**src/rtl/ext_stretch_pkg.sv**
```systemverilog
package ext_stretch_pkg;
  localparam int STR_W = 3;
  localparam int CNT_W = STR_W + 1;
  localparam int CFG_W = 8;
  localparam int WEN_BIT = 7;

  typedef enum logic [1:0] {
    MODE_SINGLE = 2'b00,
    MODE_NEXP   = 2'b01,
    MODE_EMU    = 2'b10,
    MODE_SPEC   = 2'b11
  } op_mode_e;

  function automatic logic is_expanded(input logic [1:0] m);
    return (m == MODE_NEXP) || (m == MODE_EMU);
  endfunction

  // Minimum stretch count for a code; wait enable lifts the floor to two.
  function automatic logic [CNT_W-1:0] min_stretch(input logic [STR_W-1:0] code,
                                                    input logic wen);
    logic [CNT_W-1:0] base;
    base = {1'b0, code} + CNT_W'(1);
    if (wen && (base < CNT_W'(2))) return CNT_W'(2);
    return base;
  endfunction
endpackage

```
**src/rtl/ext_stretch_cfg.sv**
```systemverilog
module ext_stretch_cfg
  import ext_stretch_pkg::*;
#(
  parameter logic [STR_W-1:0] RST_CODE = '1
) (
  input  logic             clk,
  input  logic             rst_n,
  input  logic [1:0]       mode_i,
  input  logic             wr_i,
  input  logic [CFG_W-1:0] wdata_i,
  input  logic [CFG_W-1:0] ebus_rdata_i,
  output logic [CFG_W-1:0] rdata_o,
  output logic             ebus_wr_o,
  output logic [CFG_W-1:0] ebus_wdata_o,
  output logic [STR_W-1:0] code_o,
  output logic             wen_o
);
  logic [STR_W-1:0] code_q, code_d;
  logic             wen_q, wen_d;
  logic             emu;
  logic             reg_en;

  assign emu    = (mode_i == MODE_EMU);
  assign reg_en = wr_i;

  always_comb begin
    code_d = code_q;
    wen_d  = wen_q;
    if (reg_en) begin
      code_d = wdata_i[STR_W-1:0];
      wen_d  = wdata_i[WEN_BIT];
    end
  end

  always_ff @(posedge clk or negedge rst_n) begin
    if (!rst_n) begin
      code_q <= RST_CODE;
      wen_q  <= 1'b0;
    end else if (reg_en) begin
      code_q <= code_d;
      wen_q  <= wen_d;
    end
  end

  always_comb begin
    rdata_o = '0;
    if (emu) begin
      rdata_o = ebus_rdata_i;
    end else begin
      rdata_o[STR_W-1:0] = code_q;
      rdata_o[WEN_BIT]   = wen_q;
    end
  end

  assign ebus_wr_o    = wr_i && emu;
  assign ebus_wdata_o = wdata_i;
  assign code_o       = code_q;
  assign wen_o        = wen_q;


  unimpl_zero_chk: assert property (@(posedge clk) disable iff (!rst_n)
    !emu |-> (rdata_o[WEN_BIT-1:STR_W] == '0));

  fwd_only_emu_chk: assert property (@(posedge clk) disable iff (!rst_n)
    ebus_wr_o |-> (mode_i == MODE_EMU) && wr_i);
endmodule

```
**src/rtl/ext_stretch_wsync.sv**
```systemverilog
module ext_stretch_wsync #(
  parameter int STAGES = 2
) (
  input  logic clk,
  input  logic rst_n,
  input  logic pin_n_i,
  output logic wait_act_o
);
  logic [STAGES-1:0] sync_q;

  generate
    for (genvar i = 0; i < STAGES; i++) begin : g_stage
      always_ff @(posedge clk or negedge rst_n) begin
        if (!rst_n) sync_q[i] <= 1'b1;
        else if (i == 0) sync_q[i] <= pin_n_i;
        else sync_q[i] <= sync_q[(i == 0) ? 0 : i-1];
      end
    end
  endgenerate

  assign wait_act_o = ~sync_q[STAGES-1];
endmodule

```
**src/rtl/ext_stretch_seq.sv**
```systemverilog
module ext_stretch_seq
  import ext_stretch_pkg::*;
(
  input  logic             clk,
  input  logic             rst_n,
  input  logic             req_i,
  input  logic             ext_hit_i,
  input  logic             expanded_i,
  input  logic [STR_W-1:0] code_i,
  input  logic             wen_i,
  input  logic             wait_act_i,
  output logic             ack_o,
  output logic             ext_cyc_o
);
  logic             busy_q, busy_d;
  logic [CNT_W-1:0] cnt_q, cnt_d;
  logic             hold_q, hold_d;
  logic             ext_q, ext_d;
  logic             ack_q, ack_d;
  logic             stretch;
  logic             done;

  assign stretch = ext_hit_i && expanded_i;
  assign done    = busy_q && (cnt_q == '0) && !(hold_q && wait_act_i);

  always_comb begin
    busy_d = busy_q;
    cnt_d  = cnt_q;
    hold_d = hold_q;
    ext_d  = ext_q;
    ack_d  = 1'b0;
    if (!busy_q) begin
      if (req_i) begin
        busy_d = 1'b1;
        ext_d  = ext_hit_i;
        hold_d = stretch && wen_i;
        cnt_d  = stretch ? min_stretch(code_i, wen_i) : '0;
      end
    end else if (cnt_q != '0) begin
      cnt_d = cnt_q - CNT_W'(1);
    end else if (done) begin
      busy_d = 1'b0;
      ext_d  = 1'b0;
      hold_d = 1'b0;
      ack_d  = 1'b1;
    end
  end

  always_ff @(posedge clk or negedge rst_n) begin
    if (!rst_n) begin
      busy_q <= 1'b0;
      cnt_q  <= '0;
      hold_q <= 1'b0;
      ext_q  <= 1'b0;
      ack_q  <= 1'b0;
    end else begin
      busy_q <= busy_d;
      cnt_q  <= cnt_d;
      hold_q <= hold_d;
      ext_q  <= ext_d;
      ack_q  <= ack_d;
    end
  end

  assign ack_o     = ack_q;
  assign ext_cyc_o = busy_q && ext_q;


  ack_single_chk: assert property (@(posedge clk) disable iff (!rst_n)
    ack_q |=> !ack_q);

  ack_idle_chk: assert property (@(posedge clk) disable iff (!rst_n)
    ack_q |-> !busy_q);

  no_early_end_chk: assert property (@(posedge clk) disable iff (!rst_n)
    (busy_q && cnt_q != '0) |=> busy_q && !ack_q);

  hold_wait_chk: assert property (@(posedge clk) disable iff (!rst_n)
    (busy_q && cnt_q == '0 && hold_q && wait_act_i) |=> busy_q);

  count_steps_chk: assert property (@(posedge clk) disable iff (!rst_n)
    (busy_q && cnt_q != '0) |=> (cnt_q == $past(cnt_q) - CNT_W'(1)));
endmodule

```
**src/rtl/ext_stretch_ctrl.sv**
```systemverilog
module ext_stretch_ctrl
  import ext_stretch_pkg::*;
#(
  parameter int SYNC_STAGES = 2
) (
  input  logic       clk,
  input  logic       rst_n,
  input  logic [1:0] mode_i,
  input  logic       cfg_wr_i,
  input  logic [7:0] cfg_wdata_i,
  output logic [7:0] cfg_rdata_o,
  input  logic [7:0] ebus_cfg_rdata_i,
  output logic       ebus_cfg_wr_o,
  output logic [7:0] ebus_cfg_wdata_o,
  input  logic       req_i,
  input  logic       ext_hit_i,
  output logic       ack_o,
  input  logic       ewait_n_i,
  output logic       bus_cyc_o
);
  logic [STR_W-1:0] code;
  logic             wen;
  logic             wait_act;

  ext_stretch_cfg u_cfg (
    .clk          (clk),
    .rst_n        (rst_n),
    .mode_i       (mode_i),
    .wr_i         (cfg_wr_i),
    .wdata_i      (cfg_wdata_i),
    .ebus_rdata_i (ebus_cfg_rdata_i),
    .rdata_o      (cfg_rdata_o),
    .ebus_wr_o    (ebus_cfg_wr_o),
    .ebus_wdata_o (ebus_cfg_wdata_o),
    .code_o       (code),
    .wen_o        (wen)
  );

  ext_stretch_wsync #(.STAGES(SYNC_STAGES)) u_wsync (
    .clk        (clk),
    .rst_n      (rst_n),
    .pin_n_i    (ewait_n_i),
    .wait_act_o (wait_act)
  );

  ext_stretch_seq u_seq (
    .clk        (clk),
    .rst_n      (rst_n),
    .req_i      (req_i),
    .ext_hit_i  (ext_hit_i),
    .expanded_i (is_expanded(mode_i)),
    .code_i     (code),
    .wen_i      (wen),
    .wait_act_i (wait_act),
    .ack_o      (ack_o),
    .ext_cyc_o  (bus_cyc_o)
  );


  cyc_ack_chk: assert property (@(posedge clk) disable iff (!rst_n)
    ack_o |-> !bus_cyc_o);
endmodule

```
**config.mk**
```make
export PLATFORM = sky130hd
export DESIGN_NAME = ext_stretch_ctrl
export DESIGN_NICKNAME = d
export VERILOG_FILES = /design/src/rtl/ext_stretch_pkg.sv /design/src/rtl/ext_stretch_cfg.sv /design/src/rtl/ext_stretch_wsync.sv /design/src/rtl/ext_stretch_seq.sv /design/src/rtl/ext_stretch_ctrl.sv
export SDC_FILE = /design/constraint.sdc
export NUM_CORES = 1
export LEC_CHECK = 0
export BUFFER_PORTS_ARGS = -buffer_cell sky130_fd_sc_hd__clkbuf_2
export CORE_MARGIN = 1
export CORE_UTILIZATION = 48
export DETAILED_ROUTE_END_ITERATION = 8
export HOLD_SLACK_MARGIN = 0.08
export PLACE_DENSITY = 0.81
export SKIP_LAST_GASP = 1
export SLEW_MARGIN = 20
export SYNTH_ARGS = -nofsm -noshare
export SYNTH_HDL_FRONTEND = slang
export SYNTH_SLANG_ARGS = --single-unit
```
**constraint.sdc**
```tcl
create_clock -name clk -period 4.02 [get_ports clk]
set_input_delay 0.804 -clock clk [delete_from_list [all_inputs] [get_ports clk]]
set_output_delay 0.804 -clock clk [all_outputs]
set_load 0.005 [all_outputs]
```
Word level (Yosys, flattened, before mapping)
Cells that the tools add are included.
{ "op_classes": {"add_sub_neg": 2, "order_cmp": 1, "n_eq_ne": 5, "mux": 25, "bitwise": 1, "n_reduce_logical": 15} }
{ "ops": {"columns": ["operator", "n"], "rows": [
  ["$mux 4", 7],
  ["$mux 1", 17],
  ["$logic_and 1x1->1", 8],
  ["$ne 2x2->1 const B", 3],
  ["$add 3x1->4 const B", 1],
  ["$logic_not 4->1", 1],
  ["$lt 4x2->1 const B", 1],
  ["$reduce_bool 4->1", 1],
  ["$sub 4x1->4 const B", 1],
  ["$mux 3", 1],
  ["$reduce_and 3->1", 1],
  ["$eq 2x1->1 const B", 1],
  ["$eq 2x2->1 const B", 1],
  ["$reduce_and 2->1", 1],
  ["$reduce_bool 2->1", 1],
  ["$logic_not 1->1", 1],
  ["$logic_or 1x1->1", 1],
  ["$not 1->1", 1]
]} }
{ "totals": {"ff_bits": 14, "input_bits": 24, "output_inout_bits": 19, "elab_cells": 58} }

Longest topological paths before layout
Gate-level depths: netlist (run 1).
{ "logic_depth": {"depth_word": 10, "depth_mapped": 6, "mapped_depth_nobuf": 6} }

By module
From an unflattened synthesis (run 1), not the netlist that was laid out.
{ "hier_totals": {"hier_cells": 88, "area_unflattened_um2": 907.1} }
{ "by_module_without_submodules": {"columns": ["module", "instances", "cells_each", "area_per_inst_um2", "seq_area_each_um2"], "rows": [
  ["ext_stretch_seq", 1, 57, 510.5, 200.2],
  ["ext_stretch_cfg", 1, 27, 331.6, 103.8],
  ["ext_stretch_wsync", 1, 3, 56.3, 52.6],
  ["ext_stretch_ctrl", 1, 1, 8.8, 0.0]
]} }

Least setup slack after synthesis (run 1)
Ideal clock, no wire load.
{ "synth_timing": {"path_type": "input to output", "from": "in mode_i[0]", "to": "out cfg_rdata_o[1]", "arrival_ps": 1580, "required_time_ps": 3216, "setup_slack_ps": 1636, "cell_stages": 4, "cell_sequence": "inv_1 -> ha_1 -> clkbuf_1 -> mux2_2"} }
{ "synth_between": {"elab_chain_cells": 2} }
{ "synth_rtl": {"columns": ["element", "line_no", "source"], "rows": [
  ["start, declared", "ext_stretch_ctrl.sv:8", "input logic [1:0] mode_i,"],
  ["$eq 2x2->1", "ext_stretch_cfg.sv:23", "assign emu = (mode_i == MODE_EMU);"],
  ["$mux 3", "ext_stretch_cfg.sv:47", "if (emu) begin"],
  ["end, declared", "ext_stretch_ctrl.sv:11", "output logic [7:0] cfg_rdata_o,"]
]} }
No other way between the ends.

Worst setup path after layout (run 1)
{ "layout_timing": {"from": "in mode_i[0]", "to": "out cfg_rdata_o[2]"} }
Same word-level chain as after synthesis.

==> parameters.txt, run 1 <==
Parameter                              Value

Run status
  Status ... finished clean

Placement
  Estimated wirelength of the detail-placed design ... 1370 µm
  Setup slack after placement ... around 1.5 ns
  Quantity of I/O buffers inserted on ports ... 34
  GP Congestion ... 0.823
  Placed cell count ... ~140

Clocking
  Clk slew on worst S/H paths ... 0.08 ns
  Total number of clock tree sinks ... 14
  Hold bufs inserted after CTS ... 0
  Setup bufs post-CTS ... 0
  Clock root buffer master ... sky130_fd_sc_hd__clkbuf_4
  H-tree depth ... 1
  Resize count post-CTS ... 0
  Total CTS buffers ... 3
  TritonCTS clock tree ... built
  Worst skew pair latency ... 0.28 ns
  Maximum clock insertion buffer count ... 2

Logic synthesis
  Top cells by count, synth ... sky130_fd_sc_hd__nand2_1, sky130_fd_sc_hd__dfrtp_1, sky130_fd_sc_hd__inv_1, sky130_fd_sc_hd__buf_4, sky130_fd_sc_hd__and2_1
  Share of Yosys cell area claimed by the top area cell type ... 25.9%
  Number of different library cells in the post-synthesis netlist ... 32
  Number of warnings printed during yosys synthesis ... 0
  Post-synth net total ... 120
  Part of the Yosys area used for sequential elements ... roughly 40%
  Dominant cell type by area after synthesis ... sky130_fd_sc_hd__dfrtp_1
  Synthesized netlist cell count ... 92
  Most used standard cell by instance count after synthesis ... sky130_fd_sc_hd__nand2_1
  Syn_area_per_cell ... 9.44 µm²
  #FFs+latches synth ... 14
  Fraction of registers with async set/reset ... 100%
  Cell types occupying the most area after synthesis ... sky130_fd_sc_hd__dfrtp_1, sky130_fd_sc_hd__dfstp_2, sky130_fd_sc_hd__buf_4
  Number of flops mapped to enable cells by yosys ... 0
  Netlist area before placement ... 868 µm²
  Most common flop cell mapped by yosys ... sky130_fd_sc_hd__dfrtp_1

Route
  Post-route ant nets ... 0
  Total number of vias ... 730
  Via count normalized by instance count ... roughly 5.0
  DRT Wirelength ... 1700 µm
  Avg WL per Cell ... around 12 µm
  Number of search-and-repair iterations in the first detailed-routing pass ... 4
  Number of design rule violations left after detail routing ... 0
  Initial DRC count ... 15

Floorplan
  Std cell rows ... 15
  Die area ... between 1500 and 2000 µm²
  I/O pin count ... 43
  Starting utilization of the core area ... 50.8%
  Vert. Die Dim ... 44.5 µm
  Core region area ... approximately 1700 µm²
  Horiz. Die Dim ... 44.5 µm

STA
  Unrepaired setup endpoints after global routing ... false
  Maximum clock frequency ... 0.391 GHz
  Final max-slew violation count ... 0
  Worst Slack Setup Final ... between 1 and 1.5 ns
  Final sum of negative setup slack ... 0 ns
  Relative slew slack ... 77.1%
  Final hold violations ... 0
  Maximum clock skew at final layout ... 0.00471 ns
  Final period utilization ... 63.7%
  Transition time of the tightest slew-check pin ... 0.343 ns
  Final-report setup violation count ... 0
  Tmin final ... 2.56 ns

Worst setup path
  Startpoint type of the worst setup path ... input port
  Largest fanout of any net on the critical path ... 11
  CP Capture Type ... output pin
  Largest stage delay on the critical path ... roughly 0.38 ns
  Reg2Reg Depth ... 5
  Reg2Reg Launch Point ... u_cfg.code_o[1]$_DFFE_PN1P_
  Sum of buffers and inverters on the critical path ... 3
  Required time at the endpoint of the critical path ... 3.22 ns
  Category of the most critical setup path ... in2out
  CP most frequent cell ... sky130_fd_sc_hd__clkbuf_2
  Register-to-register setup slack ... around 2.5 ns
  Crit-path cells ... clkbuf_2, inv_1, ha_1, mux2_2, clkbuf_2
  Library cell contributing the largest single delay on the critical path ... sky130_fd_sc_hd__mux2_2
  Critical R2R Capture ... u_seq.cnt_q[0]$_DFFE_PN0P_
  Critical path data arrival time ... 1.76 ns
  Kind of cell adding the most delay to the critical path ... multiplexers

Global routing
  Remaining Overflow, GRT ... 0
  Total global routing track utilization ... 19.2%
  Wire length of the first global-routing pass ... 2790 µm
  Initial antenna violation count ... 0
  Largest net degree at the start of global routing ... 15
  Via count of the first global-routing pass ... 683

Min path
  Worst Hold End ... u_wsync.sync_q[1]$_DFF_PN1_
  HP Start ... u_wsync.sync_q[0]$_DFF_PN1_
  Count of cells along the worst hold path ... 0
  HP Class ... reg2reg

Layout
  Number of filler cells placed in the layout ... 154
  Final cell count without fillers ... between 100 and 150
  Number of nets in the finished design ... about 150
  Syn-to-layout area delta ... 19.5%
  Final antenna diode count ... 0
  Ratio of cells with drive above 1 in the final layout ... 41.7%

Pwr
  Power density normalized to cell area ... 486 nW/µm²
  Reported leakage power ... around 0.00053 µW
  Highest ir drop seen on vdd ... 0.000333 V

Flow run
  Number of maximum-capacitance constraint violations ... 0
worst max-delay path by stage:
stage               startpoint             end  slack, ns  cells after the start
finish               mode_i[0]  cfg_rdata_o[2]       1.46                      5
global route         mode_i[0]  cfg_rdata_o[2]       1.40                      5
CTS                  mode_i[0]  cfg_rdata_o[2]       1.45                      5
detailed placement   mode_i[0]  cfg_rdata_o[2]       1.46                      5
global placement     mode_i[0]  cfg_rdata_o[1]       1.53                      5
floorplan            mode_i[0]  cfg_rdata_o[1]       1.64                      4
kinds of logic after synthesis:
| logic type | synth area share [%] |
|---|---|
| XOR/XNOR | 1.01 |
| AO/OA/AOI/OAI | 14.6 |
| flip-flops | 41.1 |
| adder cells (fa/ha/maj) | 5.76 |
| AND/OR/NAND/NOR | 19.5 |
| buffers and inverters | 11.8 |
| multiplexers | 6.34 |
per-stage QoR:
stage          hold slack (ns)  util [%]  power, µW  instance area, µm²
2_1_floorplan            0.345         -        355                 868
3_3_place_gp             0.346      58.6        396                1000
3_5_place_dp             0.351      58.6        404                1000
4_1_cts                  0.364      60.7        509                1040
5_1_grt                  0.368      60.7        548                1040
6_report                 0.360      60.7        504                1040
power by group:
part           switching, µW  total (µW)  internal [µW]
clock                   47.2         102           55.1
combinational           90.1         186           95.5
sequential              34.7         216            181
layout make-up:
cell class                      count  area [µm²]  area share (%)
Multi-Input combinational cell     59         409            39.4
Sequential cell                    14         357            34.4
Timing Repair Buffer               34         170            16.4
Clock buffer                        4        36.3            3.50
Inverter                            9        33.8            3.26
Tap cell                           25        31.3            3.02
cells in the final DEF (no fill, tap or decap), types with 3 or more instances in the layout:
cell type,n
sky130_fd_sc_hd__and2_1,7
sky130_fd_sc_hd__clkbuf_2,34
sky130_fd_sc_hd__clkbuf_4,3
sky130_fd_sc_hd__dfrtp_1,9
sky130_fd_sc_hd__dfstp_2,5
sky130_fd_sc_hd__ha_1,4
sky130_fd_sc_hd__inv_1,9
sky130_fd_sc_hd__mux2_2,4
sky130_fd_sc_hd__nand2_1,10
sky130_fd_sc_hd__nor2_1,5
sky130_fd_sc_hd__o21ai_0,5
routing by layer:
metal | part of all wire, % | vias to the layer above | wire [µm] | global-route usage [%]
met3 | 4.8 | 2 | 82 | 4.49
met2 | 51 | 19 | 866 | 33.2
met4 | 1.1 | 0 | 18 | 6.67
met1 | 43 | 347 | 731 | 23.3
li1 | - | 362 | - | -
met5 | 0 | - | 0 | 0
state kept, by name, summed over array words and instances (netlist names):
register	cells
u_seq.cnt_q	4
u_wsync.sync_q	2
u_seq.busy_q	1
u_seq.ack_o	1
u_cfg.wen_o	1
u_seq.hold_q	1
u_seq.ext_q	1
u_cfg.code_o	3
Note: power is estimated with default switching activity, not from simulation.
==> inputs of run 2 (changes only) <==
--- a/config.mk
+++ b/config.mk
@@ -7,10 +7,10 @@
 export LEC_CHECK = 0
 export BUFFER_PORTS_ARGS = -buffer_cell sky130_fd_sc_hd__clkbuf_2
 export CORE_MARGIN = 1
-export CORE_UTILIZATION = 48
+export CORE_UTILIZATION = 40
 export DETAILED_ROUTE_END_ITERATION = 8
 export HOLD_SLACK_MARGIN = 0.08
-export PLACE_DENSITY = 0.81
+export PLACE_DENSITY = 0.72
 export SKIP_LAST_GASP = 1
 export SLEW_MARGIN = 20
 export SYNTH_ARGS = -nofsm -noshare
==> constraint.sdc (replaced) <==
create_clock -name clk -period 2.3 [get_ports clk]
set_input_delay 0.46 -clock clk [delete_from_list [all_inputs] [get_ports clk]]
set_output_delay 0.46 -clock clk [all_outputs]
set_load 0.005 [all_outputs]
==> parameters.txt, run 2 (synthesis results as in run 1) <==
Parameter                              Value

Global routing
  Largest net degree at the start of global routing ... 15
  Total global routing track utilization ... around 15%
  Remaining Overflow, GRT ... 0
  Via count of the first global-routing pass ... 615
  Wire length of the first global-routing pass ... 2660 µm
  Initial antenna violation count ... 0

Floorplan
  Std cell rows ... 16
  Core region area ... around 2000 µm²
  Horiz. Die Dim ... 48.6 µm
  I/O pin count ... 43
  Starting utilization of the core area ... 43.4%
  Die area ... 2360 µm²
  Vert. Die Dim ... a little under 50 µm

Worst setup path
  Required time at the endpoint of the critical path ... 1.84 ns
  Category of the most critical setup path ... in2out
  Kind of cell adding the most delay to the critical path ... multiplexers
  Largest stage delay on the critical path ... between 0.3 and 0.4 ns
  Sum of buffers and inverters on the critical path ... 3
  CP Capture Type ... output pin
  CP most frequent cell ... sky130_fd_sc_hd__clkbuf_2
  Crit-path cells ... clkbuf_2, inv_1, ha_1, mux2_2, clkbuf_2
  Critical path data arrival time ... 1.37 ns
  Startpoint type of the worst setup path ... input port
  Library cell contributing the largest single delay on the critical path ... sky130_fd_sc_hd__mux2_2
  Largest fanout of any net on the critical path ... 11

Route
  Avg WL per Cell ... 10.9 µm
  DRT Wirelength ... 1610 µm
  Initial DRC count ... 9
  Via count normalized by instance count ... 4.82
  Total number of vias ... between 700 and 800
  Post-route ant nets ... 0
  Number of design rule violations left after detail routing ... 0
  Number of search-and-repair iterations in the first detailed-routing pass ... 4

Layout
  Most common cell after layout, fill and taps aside ... sky130_fd_sc_hd__clkbuf_2
  Number of nets in the finished design ... 150
  Cell area after layout ... 1040 µm²
  Flip-flop and latch area ... 357 µm²
  Top register by number of flip-flops ... u_seq.cnt_q
  Ratio of cells with drive above 1 in the final layout ... 40.5%
  Post-Route Utilization ... about half
  Final antenna diode count ... 0
  Syn-to-layout area delta ... 19.7%
  Leading cell types in the layout, fill and taps excluded ... sky130_fd_sc_hd__clkbuf_2, sky130_fd_sc_hd__nand2_1, sky130_fd_sc_hd__inv_1, sky130_fd_sc_hd__dfrtp_1, sky130_fd_sc_hd__and2_1
  Number of filler cells placed in the layout ... 208
  Final cell count without fillers ... ~150
  Largest register FFs ... 4
  Total area of multi-input combinational cells ... 409 µm²

Placement
  GP Congestion ... approximately 0.84
  Quantity of I/O buffers inserted on ports ... 34
  Cell Area, Placed ... 1000 µm²
  Estimated wirelength of the detail-placed design ... 1320 µm
  Placed cell count ... 143

Clocking
  TritonCTS clock tree ... built
  Worst skew pair latency ... 0.28 ns
  H-tree depth ... 1
  Setup bufs post-CTS ... 0
  Clk slew on worst S/H paths ... 0.07 ns
  Maximum clock insertion buffer count ... 2
  Clock root buffer master ... sky130_fd_sc_hd__clkbuf_4
  Resize count post-CTS ... 0
  Total number of clock tree sinks ... 14
  Total CTS buffers ... 3

STA
  Final hold violations ... 0
  Final max-slew violation count ... 0
  Transition time of the tightest slew-check pin ... 0.337 ns
  Final period utilization ... 79.7%
  Maximum clock skew at final layout ... 0.0112 ns
  Maximum clock frequency ... 0.545 GHz
  Final sum of negative setup slack ... 0 ns
  Final-report setup violation count ... 0
  Tmin final ... 1.83 ns
  Unrepaired setup endpoints after global routing ... false
  Relative slew slack ... 77.4%

Run status
  Status ... finished clean

Pwr
  Reported leakage power ... approximately 0.00052 µW
  Power density normalized to cell area ... 814 nW/µm²
  Total power draw ... 847 µW
  Highest ir drop seen on vdd ... 0.000417 V

Flow run
  Number of maximum-capacitance constraint violations ... 0

Min path
  HP Class ... in2reg
## run 2: cell count changes in the layout (fill, tap and decap cells not counted), sizes merged
cell	change
dlygate4sd3	+1
## run 2: stage by stage
| stage | hold slack (ns) | setup slack, ns |
|---|---|---|
| finish | 0.264 | 0.466 |
| detailed placement | 0.347 | 0.456 |
| CTS | 0.253 | 0.457 |
| global placement | 0.345 | 0.484 |
| global route | 0.239 | 0.396 |
| floorplan | 0.164 | 0.604 |
## run 2: report_power, final
| part | internal [µW] | switching [µW] | total [µW] |
|---|---|---|---|
| combinational | 168 | 158 | 326 |
| clock | 67.3 | 75.8 | 143 |
| sequential | 317 | 60.5 | 378 |
| total | 553 | 294 | 847 |
## run 2: path summary, 6_finish.rpt
check	from	to	slack [ns]	cells after the start
min	ewait_n_i	u_wsync.sync_q[0]$_DFF_PN1_	0.26	1
max	mode_i[0]	cfg_rdata_o[2]	0.47	5
max in group asynchronous	rst_n	u_cfg.code_o[1]$_DFFE_PN1P_	1.39	2
min in group asynchronous	rst_n	u_seq.cnt_q[3]$_DFFE_PN0P_	0.60	2
max reg2reg	u_cfg.code_o[1]$_DFFE_PN1P_	u_seq.cnt_q[0]$_DFFE_PN0P_	0.81	5
min reg2reg	u_wsync.sync_q[0]$_DFF_PN1_	u_wsync.sync_q[1]$_DFF_PN1_	0.36	0
## run 2: timing repair
action / in CTS / in global routing
setup endpoints to repair: 0 / 0
hold buffers: 1 / 0
endpoints found under the hold margin: 7 / 0
## run 2: per-layer routing
metal | wire length, µm | global-route usage (%) | up-vias
li1 | - | - | 366
met4 | 0 | 1.47 | 0
met1 | 676 | 18.5 | 322
met3 | 131 | 7.23 | 0
met5 | 0 | 0 | -
met2 | 806 | 23.9 | 25
## run 2: area by class of cell
class | count | share of cell area (%)
flip-flops and latches | 14 | 34.3
clock buffers | 4 | 2.53
well taps | 27 | 3.25
multi-input cells | 59 | 39.4
inverters | 9 | 3.25
repair buffers | 35 | 17.3
